$ cat src/rtl/spi_regif_pkg.sv
package spi_regif_pkg;

   localparam logic [3:0] IDX_RXD   = 4'd0;
   localparam logic [3:0] IDX_TXD   = 4'd1;
   localparam logic [3:0] IDX_CTRL  = 4'd2;
   localparam logic [3:0] IDX_IEN   = 4'd3;
   localparam logic [3:0] IDX_STA   = 4'd4;
   localparam logic [3:0] IDX_DMA   = 4'd5;
   localparam logic [3:0] IDX_WAIT  = 4'd6;
   localparam logic [3:0] IDX_CLK   = 4'd7;
   localparam logic [3:0] IDX_BURST = 4'd8;
   localparam logic [3:0] IDX_XFER  = 4'd9;
   localparam logic [3:0] IDX_FSTAT = 4'd10;
   localparam logic [3:0] IDX_LAST  = IDX_FSTAT;

   localparam int B_EN       = 0;
   localparam int B_IDLE_LVL = 4;
   localparam int B_TX_FLUSH = 8;
   localparam int B_RX_FLUSH = 9;
   localparam int B_XCH      = 10;
   localparam int B_SEL_LO   = 12;
   localparam int B_SEL_LVL  = 17;
   localparam int FS_TX_LO   = 16;

   localparam logic [31:0] CTRL_RST   = 32'h0002_001C;
   localparam logic [31:0] CLK_RST    = 32'h0000_0002;
   localparam logic [31:0] CTRL_KEEP  = 32'h000F_FCFF;
   localparam logic [31:0] IEN_KEEP   = 32'h0003_7F7F;
   localparam logic [31:0] STA_KEEP   = 32'h0003_7F7F;
   localparam logic [31:0] WAIT_KEEP  = 32'h0000_FFFF;
   localparam logic [31:0] COUNT_KEEP = 32'h00FF_FFFF;

   typedef struct packed {
      logic       rd;
      logic       in_range;
      logic       wr_ctrl;
      logic       wr_reg;
      logic [3:0] idx;
   } acc_t;

endpackage

$ cat src/rtl/spi_regif_decode.sv
module spi_regif_decode
   import spi_regif_pkg::*;
#(
   parameter int ADDR_W = 8
) (
   input  logic              valid,
   input  logic              write,
   input  logic [ADDR_W-1:0] addr,
   input  logic              enable,
   output acc_t              acc
);
   localparam int WORD_W = ADDR_W - 2;

   generate
      if (ADDR_W < 7) begin : g_bad_addr_w
         $error("spi_regif_decode: ADDR_W must be at least 7");
      end
   endgenerate

   logic [WORD_W-1:0] word;
   logic              aligned;
   logic              hit;

   always_comb begin
      word    = addr[ADDR_W-1:2];
      aligned = (addr[1:0] == 2'b00);
      hit     = aligned && (word[WORD_W-1:4] == '0) && (word[3:0] <= IDX_LAST);
      acc.idx      = word[3:0];
      acc.in_range = hit;
      acc.rd       = valid && !write;
      acc.wr_ctrl  = valid && write && hit && (word[3:0] == IDX_CTRL);
      acc.wr_reg   = valid && write && hit && enable && (word[3:0] != IDX_CTRL);
   end

endmodule

$ cat src/rtl/spi_regif_cs.sv
module spi_regif_cs
   import spi_regif_pkg::*;
#(
   parameter int NUM_CS = 4
) (
   input  logic [31:0]       ctrl,
   output logic [NUM_CS-1:0] cs_level
);
   localparam int SEL_W = (NUM_CS > 1) ? $clog2(NUM_CS) : 1;

   generate
      if (NUM_CS != 2 && NUM_CS != 4) begin : g_bad_cs
         $error("spi_regif_cs: NUM_CS must be 2 or 4");
      end
   endgenerate

   logic [SEL_W-1:0] sel;
   assign sel = ctrl[B_SEL_LO +: SEL_W];

   generate
      for (genvar i = 0; i < NUM_CS; i++) begin : g_line
         assign cs_level[i] = (sel == SEL_W'(i)) ? ctrl[B_SEL_LVL] : ctrl[B_IDLE_LVL];
      end
   endgenerate

endmodule

$ cat src/rtl/spi_regif_rdmux.sv
module spi_regif_rdmux
   import spi_regif_pkg::*;
#(
   parameter int          CNT_W  = 7,
   parameter logic [31:0] POISON = 32'hDEAD_BEEF
) (
   input  acc_t             acc,
   input  logic             enable,
   input  logic [31:0]      ctrl,
   input  logic [31:0]      int_en,
   input  logic [31:0]      irq_status,
   input  logic [31:0]      dma_ctl,
   input  logic [31:0]      wait_w,
   input  logic [31:0]      clk_ctl,
   input  logic [31:0]      burst,
   input  logic [31:0]      xfer,
   input  logic [7:0]       rx_head,
   input  logic             rx_empty,
   input  logic [CNT_W-1:0] tx_count,
   input  logic [CNT_W-1:0] rx_count,
   output logic [31:0]      rd_value
);
   generate
      if (CNT_W < 1 || CNT_W > 16) begin : g_bad_cnt
         $error("spi_regif_rdmux: CNT_W must be 1..16");
      end
   endgenerate

   logic [31:0] fifo_word;

   always_comb begin
      fifo_word = '0;
      fifo_word[FS_TX_LO +: CNT_W] = tx_count;
      fifo_word[0 +: CNT_W]        = rx_count;
   end

   always_comb begin
      rd_value = '0;
      if (acc.in_range) begin
         unique case (acc.idx)
            IDX_RXD:   if (enable) rd_value = rx_empty ? POISON : {24'd0, rx_head};
            IDX_CTRL:  rd_value = ctrl;
            IDX_IEN:   rd_value = int_en;
            IDX_STA:   rd_value = irq_status;
            IDX_DMA:   rd_value = dma_ctl;
            IDX_WAIT:  rd_value = wait_w;
            IDX_CLK:   rd_value = clk_ctl;
            IDX_BURST: rd_value = burst;
            IDX_XFER:  rd_value = xfer;
            IDX_FSTAT: if (enable) rd_value = fifo_word;
            default:   rd_value = '0;
         endcase
      end
   end

endmodule

$ cat src/rtl/spi_regif.sv
module spi_regif
   import spi_regif_pkg::*;
#(
   parameter int          ADDR_W = 8,
   parameter int          CNT_W  = 7,
   parameter int          NUM_CS = 4,
   parameter logic [31:0] POISON = 32'hDEAD_BEEF
) (
   input  logic              clk,
   input  logic              rst_n,
   input  logic              bus_valid,
   input  logic              bus_write,
   input  logic [ADDR_W-1:0] bus_addr,
   input  logic [31:0]       bus_wdata,
   output logic [31:0]       bus_rdata,
   output logic              tx_push,
   output logic [7:0]        tx_push_data,
   input  logic              tx_full,
   input  logic [CNT_W-1:0]  tx_count,
   output logic              rx_pop,
   input  logic [7:0]        rx_head,
   input  logic              rx_empty,
   input  logic [CNT_W-1:0]  rx_count,
   output logic              tx_flush,
   output logic              rx_flush,
   output logic              xch_start,
   input  logic              xch_done,
   input  logic [31:0]       irq_status,
   output logic              sta_clr,
   output logic [31:0]       sta_clr_mask,
   output logic [NUM_CS-1:0] cs_level,
   output logic [31:0]       ctrl_o,
   output logic [31:0]       int_en_o,
   output logic [31:0]       dma_ctl_o,
   output logic [31:0]       wait_o,
   output logic [31:0]       clk_ctl_o,
   output logic [31:0]       burst_o,
   output logic [31:0]       xfer_o
);
   localparam int SEL_W = (NUM_CS > 1) ? $clog2(NUM_CS) : 1;
   localparam logic [ADDR_W-1:0] CTRL_ADDR = ADDR_W'(4 * IDX_CTRL);

   acc_t        acc;
   logic        enable;
   logic [31:0] ctrl_q, int_en_q, dma_q, wait_q, clk_q, burst_q, xfer_q;
   logic [31:0] rd_value;
   logic [31:0] rdata_q;
   logic        tx_flush_q, rx_flush_q, xch_q;

   assign enable = ctrl_q[B_EN];

   spi_regif_decode #(.ADDR_W(ADDR_W)) u_decode (
      .valid  (bus_valid),
      .write  (bus_write),
      .addr   (bus_addr),
      .enable (enable),
      .acc    (acc)
   );

   spi_regif_cs #(.NUM_CS(NUM_CS)) u_cs (
      .ctrl     (ctrl_q),
      .cs_level (cs_level)
   );

   spi_regif_rdmux #(.CNT_W(CNT_W), .POISON(POISON)) u_rdmux (
      .acc        (acc),
      .enable     (enable),
      .ctrl       (ctrl_q),
      .int_en     (int_en_q),
      .irq_status (irq_status),
      .dma_ctl    (dma_q),
      .wait_w     (wait_q),
      .clk_ctl    (clk_q),
      .burst      (burst_q),
      .xfer       (xfer_q),
      .rx_head    (rx_head),
      .rx_empty   (rx_empty),
      .tx_count   (tx_count),
      .rx_count   (rx_count),
      .rd_value   (rd_value)
   );

   // FIFO and status strobes, combinational in the request cycle
   assign tx_push      = acc.wr_reg && (acc.idx == IDX_TXD) && !tx_full;
   assign tx_push_data = bus_wdata[7:0];
   assign rx_pop       = acc.rd && acc.in_range && (acc.idx == IDX_RXD) && enable && !rx_empty;
   assign sta_clr      = acc.wr_reg && (acc.idx == IDX_STA);
   assign sta_clr_mask = bus_wdata & STA_KEEP;

   always_ff @(posedge clk or negedge rst_n) begin
      if (!rst_n) begin
         ctrl_q   <= CTRL_RST;
         int_en_q <= '0;
         dma_q    <= '0;
         wait_q   <= '0;
         clk_q    <= CLK_RST;
         burst_q  <= '0;
         xfer_q   <= '0;
      end else begin
         if (acc.wr_ctrl) begin
            ctrl_q <= bus_wdata & CTRL_KEEP;
         end else if (xch_done) begin
            ctrl_q[B_XCH] <= 1'b0;
         end
         if (acc.wr_reg) begin
            unique case (acc.idx)
               IDX_IEN:   int_en_q <= bus_wdata & IEN_KEEP;
               IDX_DMA:   dma_q    <= bus_wdata;
               IDX_WAIT:  wait_q   <= bus_wdata & WAIT_KEEP;
               IDX_CLK:   clk_q    <= bus_wdata;
               IDX_BURST: burst_q  <= bus_wdata & COUNT_KEEP;
               IDX_XFER:  xfer_q   <= bus_wdata & COUNT_KEEP;
               default:   ;
            endcase
         end
      end
   end

   always_ff @(posedge clk or negedge rst_n) begin
      if (!rst_n) begin
         tx_flush_q <= 1'b0;
         rx_flush_q <= 1'b0;
         xch_q      <= 1'b0;
         rdata_q    <= '0;
      end else begin
         tx_flush_q <= acc.wr_ctrl && bus_wdata[B_TX_FLUSH];
         rx_flush_q <= acc.wr_ctrl && bus_wdata[B_RX_FLUSH];
         xch_q      <= acc.wr_ctrl && bus_wdata[B_XCH];
         if (acc.rd) rdata_q <= rd_value;
      end
   end

   assign tx_flush  = tx_flush_q;
   assign rx_flush  = rx_flush_q;
   assign xch_start = xch_q;
   assign bus_rdata = rdata_q;
   assign ctrl_o    = ctrl_q;
   assign int_en_o  = int_en_q;
   assign dma_ctl_o = dma_q;
   assign wait_o    = wait_q;
   assign clk_ctl_o = clk_q;
   assign burst_o   = burst_q;
   assign xfer_o    = xfer_q;

   // nothing reaches the FIFOs or status block while disabled
   p_gate_r2: assert property (@(posedge clk) disable iff (!rst_n)
      !enable |-> (!tx_push && !rx_pop && !sta_clr));

   // never push into a full TX FIFO
   p_push_room_r3: assert property (@(posedge clk) disable iff (!rst_n)
      tx_push |-> !tx_full);

   // never pop an empty RX FIFO
   p_pop_data_r4: assert property (@(posedge clk) disable iff (!rst_n)
      rx_pop |-> !rx_empty);

   // a flush pulse follows a control write that asked for it
   p_flush_src_r6: assert property (@(posedge clk) disable iff (!rst_n)
      tx_flush |-> $past(bus_valid && bus_write && bus_addr == CTRL_ADDR && bus_wdata[B_TX_FLUSH]));

   // the flush request bits are never stored
   p_flush_clear_r6: assert property (@(posedge clk) disable iff (!rst_n)
      !ctrl_o[B_TX_FLUSH] && !ctrl_o[B_RX_FLUSH]);

   // the selected line takes the written level one cycle later
   p_cs_sel_r7: assert property (@(posedge clk) disable iff (!rst_n)
      (bus_valid && bus_write && bus_addr == CTRL_ADDR) |=>
         (cs_level[$past(bus_wdata[B_SEL_LO +: SEL_W])] == $past(bus_wdata[B_SEL_LVL])));

   // an exchange request follows a control write with the start bit
   p_xch_src_r8: assert property (@(posedge clk) disable iff (!rst_n)
      xch_start |-> $past(bus_valid && bus_write && bus_addr == CTRL_ADDR && bus_wdata[B_XCH]));

   // the status clear mask never carries bit 31
   p_clr_keep_r9: assert property (@(posedge clk) disable iff (!rst_n)
      sta_clr |-> !sta_clr_mask[31]);

endmodule

$ cat config.mk
export PLATFORM = sky130hd
export DESIGN_NAME = spi_regif
export DESIGN_NICKNAME = d
export VERILOG_FILES = /design/src/rtl/spi_regif_pkg.sv /design/src/rtl/spi_regif_decode.sv /design/src/rtl/spi_regif_cs.sv /design/src/rtl/spi_regif_rdmux.sv /design/src/rtl/spi_regif.sv
export SDC_FILE = /design/constraint.sdc
export NUM_CORES = 1
export LEC_CHECK = 0
export BUFFER_PORTS_ARGS = -buffer_cell sky130_fd_sc_hd__clkbuf_2
export CORE_UTILIZATION = 30
export DETAILED_ROUTE_END_ITERATION = 8
export PLACE_DENSITY_LB_ADDON = 0.08
export SLEW_MARGIN = 5
export SYNTH_ARGS = -nofsm -noshare
export SYNTH_HDL_FRONTEND = slang
export SYNTH_SLANG_ARGS = --single-unit
$ cat constraint.sdc
create_clock -name clk -period 5.6 [get_ports clk]
set_input_delay 0.84 -clock clk [delete_from_list [all_inputs] [get_ports clk]]
set_output_delay 0.84 -clock clk [all_outputs]
set_load 0.01 [all_outputs]
## After elaboration in Yosys (flattened, before gate mapping)

Index checks and enable logic that the tools add are counted.

- Memories: 0
- Latch bits: 0
- Register bits after elaboration: 197
- Bits in writable memories: 0
- Word-level logic and storage cells: 70
- Output and inout bits: 306
- Input port bits: 101
- Bits in read-only memories: 0

- Shifts and indexed selects: 0
- $lt $le $gt $ge: 1
- Bitwise logic cells: 0
- Reductions and logical operators: 32
- Mux-type cells: 11
- Multiply operators: 0
- Eq/ne operators: 14
- Divide/modulo/power cells: 0
- $add $sub $neg: 0

Operators by type and width:

| kind | count |
|---|---|
| 32-bit one-hot mux with 10 select lines | 1 |
| 32-bit 2-to-1 mux | 3 |
| 23-bit 2-to-1 mux | 1 |
| 1-bit logical AND | 18 |
| 4-bit by 3-bit equality test with 1-bit output (second input constant) | 4 |
| 4-bit equality test (second input constant) | 3 |
| 2-bit AND reduction | 6 |
| 4-bit by 2-bit equality test with 1-bit output (second input constant) | 2 |
| 2-bit logical NOT | 3 |
| 1-bit 2-to-1 mux | 6 |
| 2-bit equality test (second input constant) | 2 |
| 4-bit by 1-bit equality test with 1-bit output (second input constant) | 1 |
| 4-bit <= comparator (second input constant) | 1 |
| 4-bit logical NOT | 1 |
| 4-bit by 2-bit inequality test with 1-bit output (second input constant) | 1 |
| 1-bit logical NOT | 3 |
| 2-bit by 1-bit equality test with 1-bit output (second input constant) | 1 |
| 2-bit nonzero test | 1 |

## Logic depth before layout (Yosys ltp)

Gate-level depths: netlist of run 1.

- Depth after elaboration: 8
- Gate-level depth with buffers: 8
- Mapped depth without buffers: 5

## Modules after synthesis

Synthesis of run 1 repeated with hierarchy kept, for this count alone.

- Cell total of the unflattened synthesis: 856
- Area total of the unflattened synthesis: 10,766.6 µm²

By module, submodules not included:

| module | cells each | area each (µm²) | times used |
|---|---|---|---|
| spi_regif | 533 | 8,236.6 | 1 |
| spi_regif_rdmux | 301 | 2,354.8 | 1 |
| spi_regif_decode | 14 | 103.8 | 1 |
| spi_regif_cs | 8 | 71.3 | 1 |

## Worst setup path before layout of run 1

No wires, ideal clock.

- Path kind: input-to-output
- Start: in bus_addr[3]
- End: out rx_pop
- Path slack: 2,820 ps
- Data required time: 4,760 ps
- Stages: 5
- Arrival: 1,940 ps
- Cell sequence: buf_2 -> nor2_1 -> clkbuf_1 -> nand3_1 -> nor3_1

- Cells in the longest elaborated chain, start to end: 6
- Elaborated cells on any way between the ends: 7

Ends and longest elaborated chain:

| what | line | RTL |
|---|---|---|
| start: declaration | spi_regif.sv:13 | `input logic [ADDR_W-1:0] bus_addr,` |
| 4-bit <= comparator | spi_regif_decode.sv:27 | `hit = aligned && (word[WORD_W-1:4] == '0) && (word[3:0] <= IDX_LAST);` |
| 1-bit logical AND | spi_regif_decode.sv:27 |  |
| 1-bit logical AND | spi_regif.sv:86 | `assign rx_pop = acc.rd && acc.in_range && (acc.idx == IDX_RXD) && enable && !rx_empty;` |
| 1-bit logical AND * (3 in series) | spi_regif.sv:86 |  |
| end: declaration | spi_regif.sv:20 | `output logic rx_pop,` |

Every way passes the cells marked *; elsewhere a longest branch is shown, timed or not.

## Final worst setup path of run 1

- Start: in bus_addr[2]
- End: out rx_pop

Same word-level chain as after synthesis.

==> flow_summary.ini, run 1 <==
[run_status]
result_of_the_run = completed

[sta]
rsz0062_at_grt = no
slew_headroom = 0.0816
finalHoldViolCount = 0
totalNegativeSetupSlack_ns = 0
timing.final.crit_share = 0.742
clock_period_minus_final_worst_setup_slack_ns = 4.16
finClkSkew_ns = 0.0118
finalSetupViolCount = 0
slew_at_the_pin_closest_to_its_max_slew_limit_ns = 1.37
achievable_freq_ghz = 0.241
final.setup.worst_slack_ns = 1.44
final_max_slew_viol_count = 0

[setup_path]
critical_path.slowest_cell = sky130_fd_sc_hd__nor2_1
critPathArrivalTime_ns = 3.32
type_of_element_launching_the_critical_path = input port
number_of_buffers_and_inverters_on_the_critical_path = 2
critical_path.cell_chain = buf_2, nor2_1, nand3_1, nor3_1, clkbuf_2
worst_ep_required_time_ns = 4.76
highest_fanout_seen_on_the_critical_path = 20
timing.critical_path.to_type = output port
timing_worst_setup_path_type = in -> out
timing.critical_path.max_delay_family = simple AND/OR/NAND/NOR gates
cpPeakStageDelay_ns = 1.10

[global_route]
grt_pass1_vias = 7924
overflow = 0
global_route.usage.met3 = 0.0502
global_route_met1_utilization = 0.297
grt_start_max_net_pins = 105
number_of_antenna_violations_at_the_first_check_in_global_routing = 0
grtUsageMet2 = 0.363
top_usage_layer = met2
grt_first_pass_wirelength_microns = 57000
grt_use_total = 0.222

[synth]
post_synth.cell_area_avg_sq_um = 12.3
ys_dominant_reg_cell = sky130_fd_sc_hd__dfrtp_1
ys.warnings.count = 0
syn-instance-count = 851
post_synthesis_async_set_or_reset_flop_share = 1.00
netlist_area_sq_mm = 0.0105
ys_types = 55
seq_area_frac_synth = 0.470
synth_enable_flop_cells = 0
synth_seq_cells = 197

[finish]
syn2layout_area_growth_pct = 19.8
layout.area.seq_sq_mm = 0.00494
fin_area_sq_mm = 0.0126
nNetsFinal = 1230
post_route_cells_drive_above_1_share = 0.499
multi_input_area_sq_mm = 0.00472
insertedDiodeCount = 0
n_fill_cell = 3519

[placement]
place_congestion = 0.779
placed_area_sq_mm = 0.0120
buffer_ports.inserted = 328
dp_hpwl_microns = 28100
placement.setup.worst_slack_ns = 1.46

[floorplan]
overall_die_area_sq_mm = 0.0357
die_height_microns = 189
pin_count = 407
site_rows = 68
die-width_microns = 189
effective_utilization_at_floorplan = 0.305
core_sq_mm = 0.0345

[clock_network]
holdBufCountCts = 0
cts_resized = 0
cts_inserted_buffers = 17
cts_tree = built
ctsRootBufferMaster = sky130_fd_sc_hd__clkbuf_16
cts-htree-levels = 4
tritoncts_num_sinks = 197
clkTransAtPathRegs_ns = 0.07
cts_max_path_bufs = 2
clock_latency_ns = 0.45
cts_setup_buffers = 0

[route]
drt-wirelength-per-cell_microns = 24.9
drcViolationCount = 0
detailedRoute.firstIterationViolations = 458
dr_total_vias = 7826
count_of_tritonroute_iterations_in_the_first_routing_pass = 4
postRouteAntennaNets = 0
viasPerCell = 4.90
wirelength_microns = 39700

[job]
maxCapViolCount = 0

[power_and_ir_drop]
power.switching_fraction = 0.272
pwr-share-comb = 0.087
sequentialPowerShare = 0.492
power.switching_mw = 0.794
power.density_mw_per_mm2 = 232
p_leak_nw = 6.65
p_int_mw = 2.12
ir_worst_vdd_uv = 206
power.share.clock = 0.421

[min_path]
min_path_type = in -> async
cell families (layout without fill, tap and decap cells):
logic type / Yosys count / in the layout / share of synthesized area
flops: 197 / 197 / 0.470
compound gates: 155 / 155 / 0.107
buf+inv: 164 / 378 / 0.113
other cells: 1 / 78 / 0.000357
mux: 198 / 198 / 0.241
simple gates: 136 / 136 / 0.0681
power by group through the flow:
stage	sequential, mW	combinational, mW	clock [mW]
after floorplan	1.46	0.157	0
after global placement	1.46	0.259	0
after detailed placement	1.46	0.258	0
after CTS	1.43	0.259	1.26
after global routing	1.43	0.278	1.31
final	1.43	0.254	1.23
final timing paths:
kind                                from             to  slack (ns)  cells after the start
min in group clk           bus_rdata[22]  bus_rdata[22]        0.49                      2
max reg2reg                    ctrl_o[0]  dma_ctl_o[24]        2.87                      4
min                                rst_n  clk_ctl_o[31]        0.46                      1
min reg2reg                bus_rdata[22]  bus_rdata[22]        0.49                      2
max in group asynchronous          rst_n  clk_ctl_o[12]        4.04                      2
max                          bus_addr[2]         rx_pop        1.44                      5
routing by layer:
layer  share of wire  vias to the layer above  wire length [microns]
met5               0                        -                      0
met4           0.013                        0                    505
met3           0.056                       24                   2230
met2            0.48                      317                  18900
met1            0.45                     3979                  18100
li1                -                     3506                      -
worst register-to-register path: cells and delay by family (launching register included):
| family | cells | cell delay [ns] |
|---|---|---|
| buffers and inverters | 1 | 0.40 |
| DFF | 1 | 0.67 |
| muxes | 1 | 0.36 |
| and+or+nand+nor | 2 | 1.18 |
layout make-up:
type,count,share of cell area
inverters,2,0.000597
repair buffers,344,0.142
clock buffers,20,0.0347
clock inverters,12,0.00985
multi-input cells,567,0.375
flip-flops and latches,197,0.392
well taps,455,0.0453
cells in the mapped netlist (all sizes together) (3+ instances only):
| cell | n | area, sq um |
|---|---|---|
| a32oi | 13 | 114 |
| o211ai | 4 | 30.0 |
| nor3b | 3 | 22.5 |
| o311ai | 3 | 26.3 |
| o32ai | 6 | 52.6 |
| and2 | 4 | 25.0 |
| a21oi | 13 | 65.1 |
| dfstp | 5 | 131 |
| a22oi | 23 | 173 |
| o21ai | 36 | 180 |
| mux2 | 171 | 2230 |
| clkbuf | 25 | 93.8 |
| nand2 | 45 | 169 |
| mux2i | 24 | 240 |
| nand2b | 11 | 68.8 |
| o22ai | 8 | 50.1 |
| buf | 137 | 1080 |
| a221o | 6 | 60.1 |
| mux4 | 3 | 67.6 |
| dfrtp | 192 | 4800 |
| a22o | 9 | 78.8 |
| nor2 | 27 | 101 |
| nand3 | 9 | 45.0 |
| a221oi | 11 | 96.3 |
| a32o | 5 | 50.1 |
| nor3 | 8 | 45.0 |
| nor2b | 12 | 75.1 |
| nor4 | 5 | 61.3 |
| o221ai | 3 | 26.3 |
| a2111oi | 3 | 26.3 |
| or2 | 3 | 18.8 |
| a211oi | 3 | 22.5 |
| or3 | 3 | 18.8 |
placed cells by master (no fill, tap or decap), drive strengths merged, types with 6 or more instances in the layout:
cell type	synthesis	layout
nand3	9	9
a221oi	11	11
o22ai	8	8
dfrtp	192	192
mux2i	24	24
mux2	171	171
a22o	9	9
nor2b	12	12
a32oi	13	13
nor3	8	8
a221o	6	6
conb	1	78
a22oi	23	23
a21oi	13	13
o32ai	6	6
nor2	27	27
nand2b	11	11
buf	137	17
nand2	45	45
clkbuf	25	347
o21ai	36	36
sequential cells by signal (all words and copies together), names as in the netlist:
name	cells
xfer_o	24
bus_rdata	32
xch_start	1
burst_o	24
ctrl_o	18
wait_o	16
clk_ctl_o	32
rx_flush	1
tx_flush	1
dma_ctl_o	32
int_en_o	16
metrics by stage:
| stage | power, mW | utilization | hold WS [ns] | instances |
|---|---|---|---|---|
| 3_3_place_gp | 1.72 | 0.349 | 0.463 | 1565 |
| 4_1_cts | 2.95 | 0.365 | 0.493 | 1597 |
| 3_5_place_dp | 1.72 | 0.349 | 0.475 | 1565 |
| 5_1_grt | 3.02 | 0.365 | 0.515 | 1597 |
| 2_1_floorplan | 1.62 | - | 0.514 | 928 |
| 6_report | 2.91 | 0.365 | 0.463 | 1597 |
(Power assumes the default switching activity.)
==> run 2: changes to the inputs <==
==> constraint.sdc (replaced) <==
create_clock -name clk -period 3.9 [get_ports clk]
set_input_delay 0.585 -clock clk [delete_from_list [all_inputs] [get_ports clk]]
set_output_delay 0.585 -clock clk [all_outputs]
set_load 0.01 [all_outputs]
==> run 2 against run 1 <==
Setup slack worse by 0.45 ns. Power is 47% higher. Hold slack worse by 0.21 ns. Final area is 1.8% higher. Global-route usage is 0.56 points higher. Sequential power is 44% higher. Register-to-register slack worse by 1.2 ns.
==> flow_summary.ini, run 2 (synthesized netlist as in run 1, its figures left out) <==
[run_status]
result_of_the_run = completed

[clock_network]
cts_max_path_bufs = 2
cts-htree-levels = 4
tritoncts_num_sinks = 197
clkTransAtPathRegs_ns = 0.06
cts_inserted_buffers = 17
clock_latency_ns = 0.45
cts_tree = built
ctsRootBufferMaster = sky130_fd_sc_hd__clkbuf_16
cts_setup_buffers = 0
cts_resized = 0
holdBufCountCts = 0

[power_and_ir_drop]
pwr-share-comb = 0.090
power.switching_fraction = 0.269
p_leak_nw = 6.79
power.density_mw_per_mm2 = 334
p_int_mw = 3.13
power.share.clock = 0.429
ir_worst_vdd_uv = 325
power.switching_mw = 1.15
sequentialPowerShare = 0.481

[global_route]
grt_pass1_vias = 8003
number_of_antenna_violations_at_the_first_check_in_global_routing = 0
grt_first_pass_wirelength_microns = 58600
global_route_met1_utilization = 0.318
overflow = 0
grt_start_max_net_pins = 104
grtUsageMet2 = 0.360
global_route.usage.met3 = 0.0493
top_usage_layer = met2
grt_use_total = 0.227

[route]
drcViolationCount = 0
drt-wirelength-per-cell_microns = 25.1
wirelength_microns = 40600
viasPerCell = 4.97
postRouteAntennaNets = 0
count_of_tritonroute_iterations_in_the_first_routing_pass = 5
dr_total_vias = 8034
detailedRoute.firstIterationViolations = 375

[sta]
final_max_slew_viol_count = 0
clock_period_minus_final_worst_setup_slack_ns = 2.90
finalSetupViolCount = 0
slew_at_the_pin_closest_to_its_max_slew_limit_ns = 1.10
hold_slack_ns = 0.256
achievable_freq_ghz = 0.344
rsz0062_at_grt = no
finClkSkew_ns = 0.0126
timing.final.crit_share = 0.745
slew_headroom = 0.269
finalHoldViolCount = 0
totalNegativeSetupSlack_ns = 0

[setup_path]
timing_worst_setup_path_type = in -> out
cpPeakStageDelay_ns = 0.43
highest_fanout_seen_on_the_critical_path = 19
crit_path_frequent_cell = sky130_fd_sc_hd__clkbuf_2
number_of_buffers_and_inverters_on_the_critical_path = 3
critical_path.cell_chain = clkbuf_2, nor2_1, buf_4, nand3_1, nor3_1, clkbuf_2
timing.critical_path.max_delay_family = simple AND/OR/NAND/NOR gates
worst_ep_required_time_ns = 3.31
critical_path.slowest_cell = sky130_fd_sc_hd__nor3_1
type_of_element_launching_the_critical_path = input port
critPathArrivalTime_ns = 2.32
timing.critical_path.to_type = output port

[min_path]
min_path_type = in -> async

[placement]
place_congestion = 0.773
dp_hpwl_microns = 29100
placed_area_sq_mm = 0.0122
buffer_ports.inserted = 328

[finish]
nNetsFinal = 1251
syn2layout_area_growth_pct = 21.9
post_route_cells_drive_above_1_share = 0.510
insertedDiodeCount = 0
fin_area_sq_mm = 0.0128
layout.cells.most_common_list = sky130_fd_sc_hd__clkbuf_2, sky130_fd_sc_hd__dfrtp_1, sky130_fd_sc_hd__mux2_2
layout_commonest_cell = sky130_fd_sc_hd__clkbuf_2

[floorplan]
die-width_microns = 189
overall_die_area_sq_mm = 0.0357
site_rows = 68
pin_count = 407
effective_utilization_at_floorplan = 0.305
die_height_microns = 189
core_sq_mm = 0.0345

[job]
maxCapViolCount = 0
[run 2: changes by cell type in the layout (fill, tap and decap cells not counted), moves of 2 or more]
| cell | previous run | this run |
|---|---|---|
| sky130_fd_sc_hd__buf_12 | 1 | 4 |
| sky130_fd_sc_hd__inv_6 | 2 | 4 |
| sky130_fd_sc_hd__clkbuf_1 | 3 | 1 |
| sky130_fd_sc_hd__clkinv_4 | 4 | 1 |
| sky130_fd_sc_hd__buf_4 | 15 | 33 |
[run 2: power groups by stage]
stage / sequential, mW / combinational, mW / clock (mW)
finish: 2.06 / 0.385 / 1.84
detailed placement: 2.10 / 0.391 / 0
global placement: 2.10 / 0.392 / 0
global route: 2.06 / 0.421 / 1.96
CTS: 2.06 / 0.392 / 1.88
floorplan: 2.10 / 0.225 / 0
[run 2: path summary, 6_finish.rpt]
| check | start | endpoint | slack, ns | depth (start not counted) |
|---|---|---|---|---|
| min in group clk | bus_wdata[26] | clk_ctl_o[26] | 0.39 | 2 |
| min reg2reg | bus_rdata[16] | bus_rdata[16] | 0.48 | 2 |
| max reg2reg | ctrl_o[0] | dma_ctl_o[3] | 1.70 | 4 |
| min | rst_n | dma_ctl_o[29] | 0.26 | 1 |
| max | bus_addr[5] | rx_pop | 1.0 | 6 |
| max in group asynchronous | rst_n | ctrl_o[17] | 2.69 | 2 |
[run 2: cell type report]
type | count | area [sq um]
fill | 3476 | 21700
inverter | 2 | 7.51
sequential | 197 | 4940
timing repair buffer | 365 | 1980
clock inverter | 13 | 146
multi-input combinational | 567 | 4720
clock buffer | 19 | 443
tap | 455 | 569
[run 2: routing by layer]
metal  wire length, microns  share of wire
met1                  18800           0.46
met2                  19100           0.47
met3                   2280          0.056
met4                    393         0.0097
met5                      0              0
[run 2: metrics by stage]
stage / instances / utilization / setup slack, ns / total power, mW
final: 1618 / 0.371 / 0.995 / 4.28
after global routing: 1618 / 0.371 / 0.858 / 4.44
after CTS: 1618 / 0.371 / 1.01 / 4.33
after detailed placement: 1586 / 0.354 / 0.798 / 2.49
after global placement: 1586 / 0.354 / 0.817 / 2.49
after floorplan: 928 / - / 1.63 / 2.32
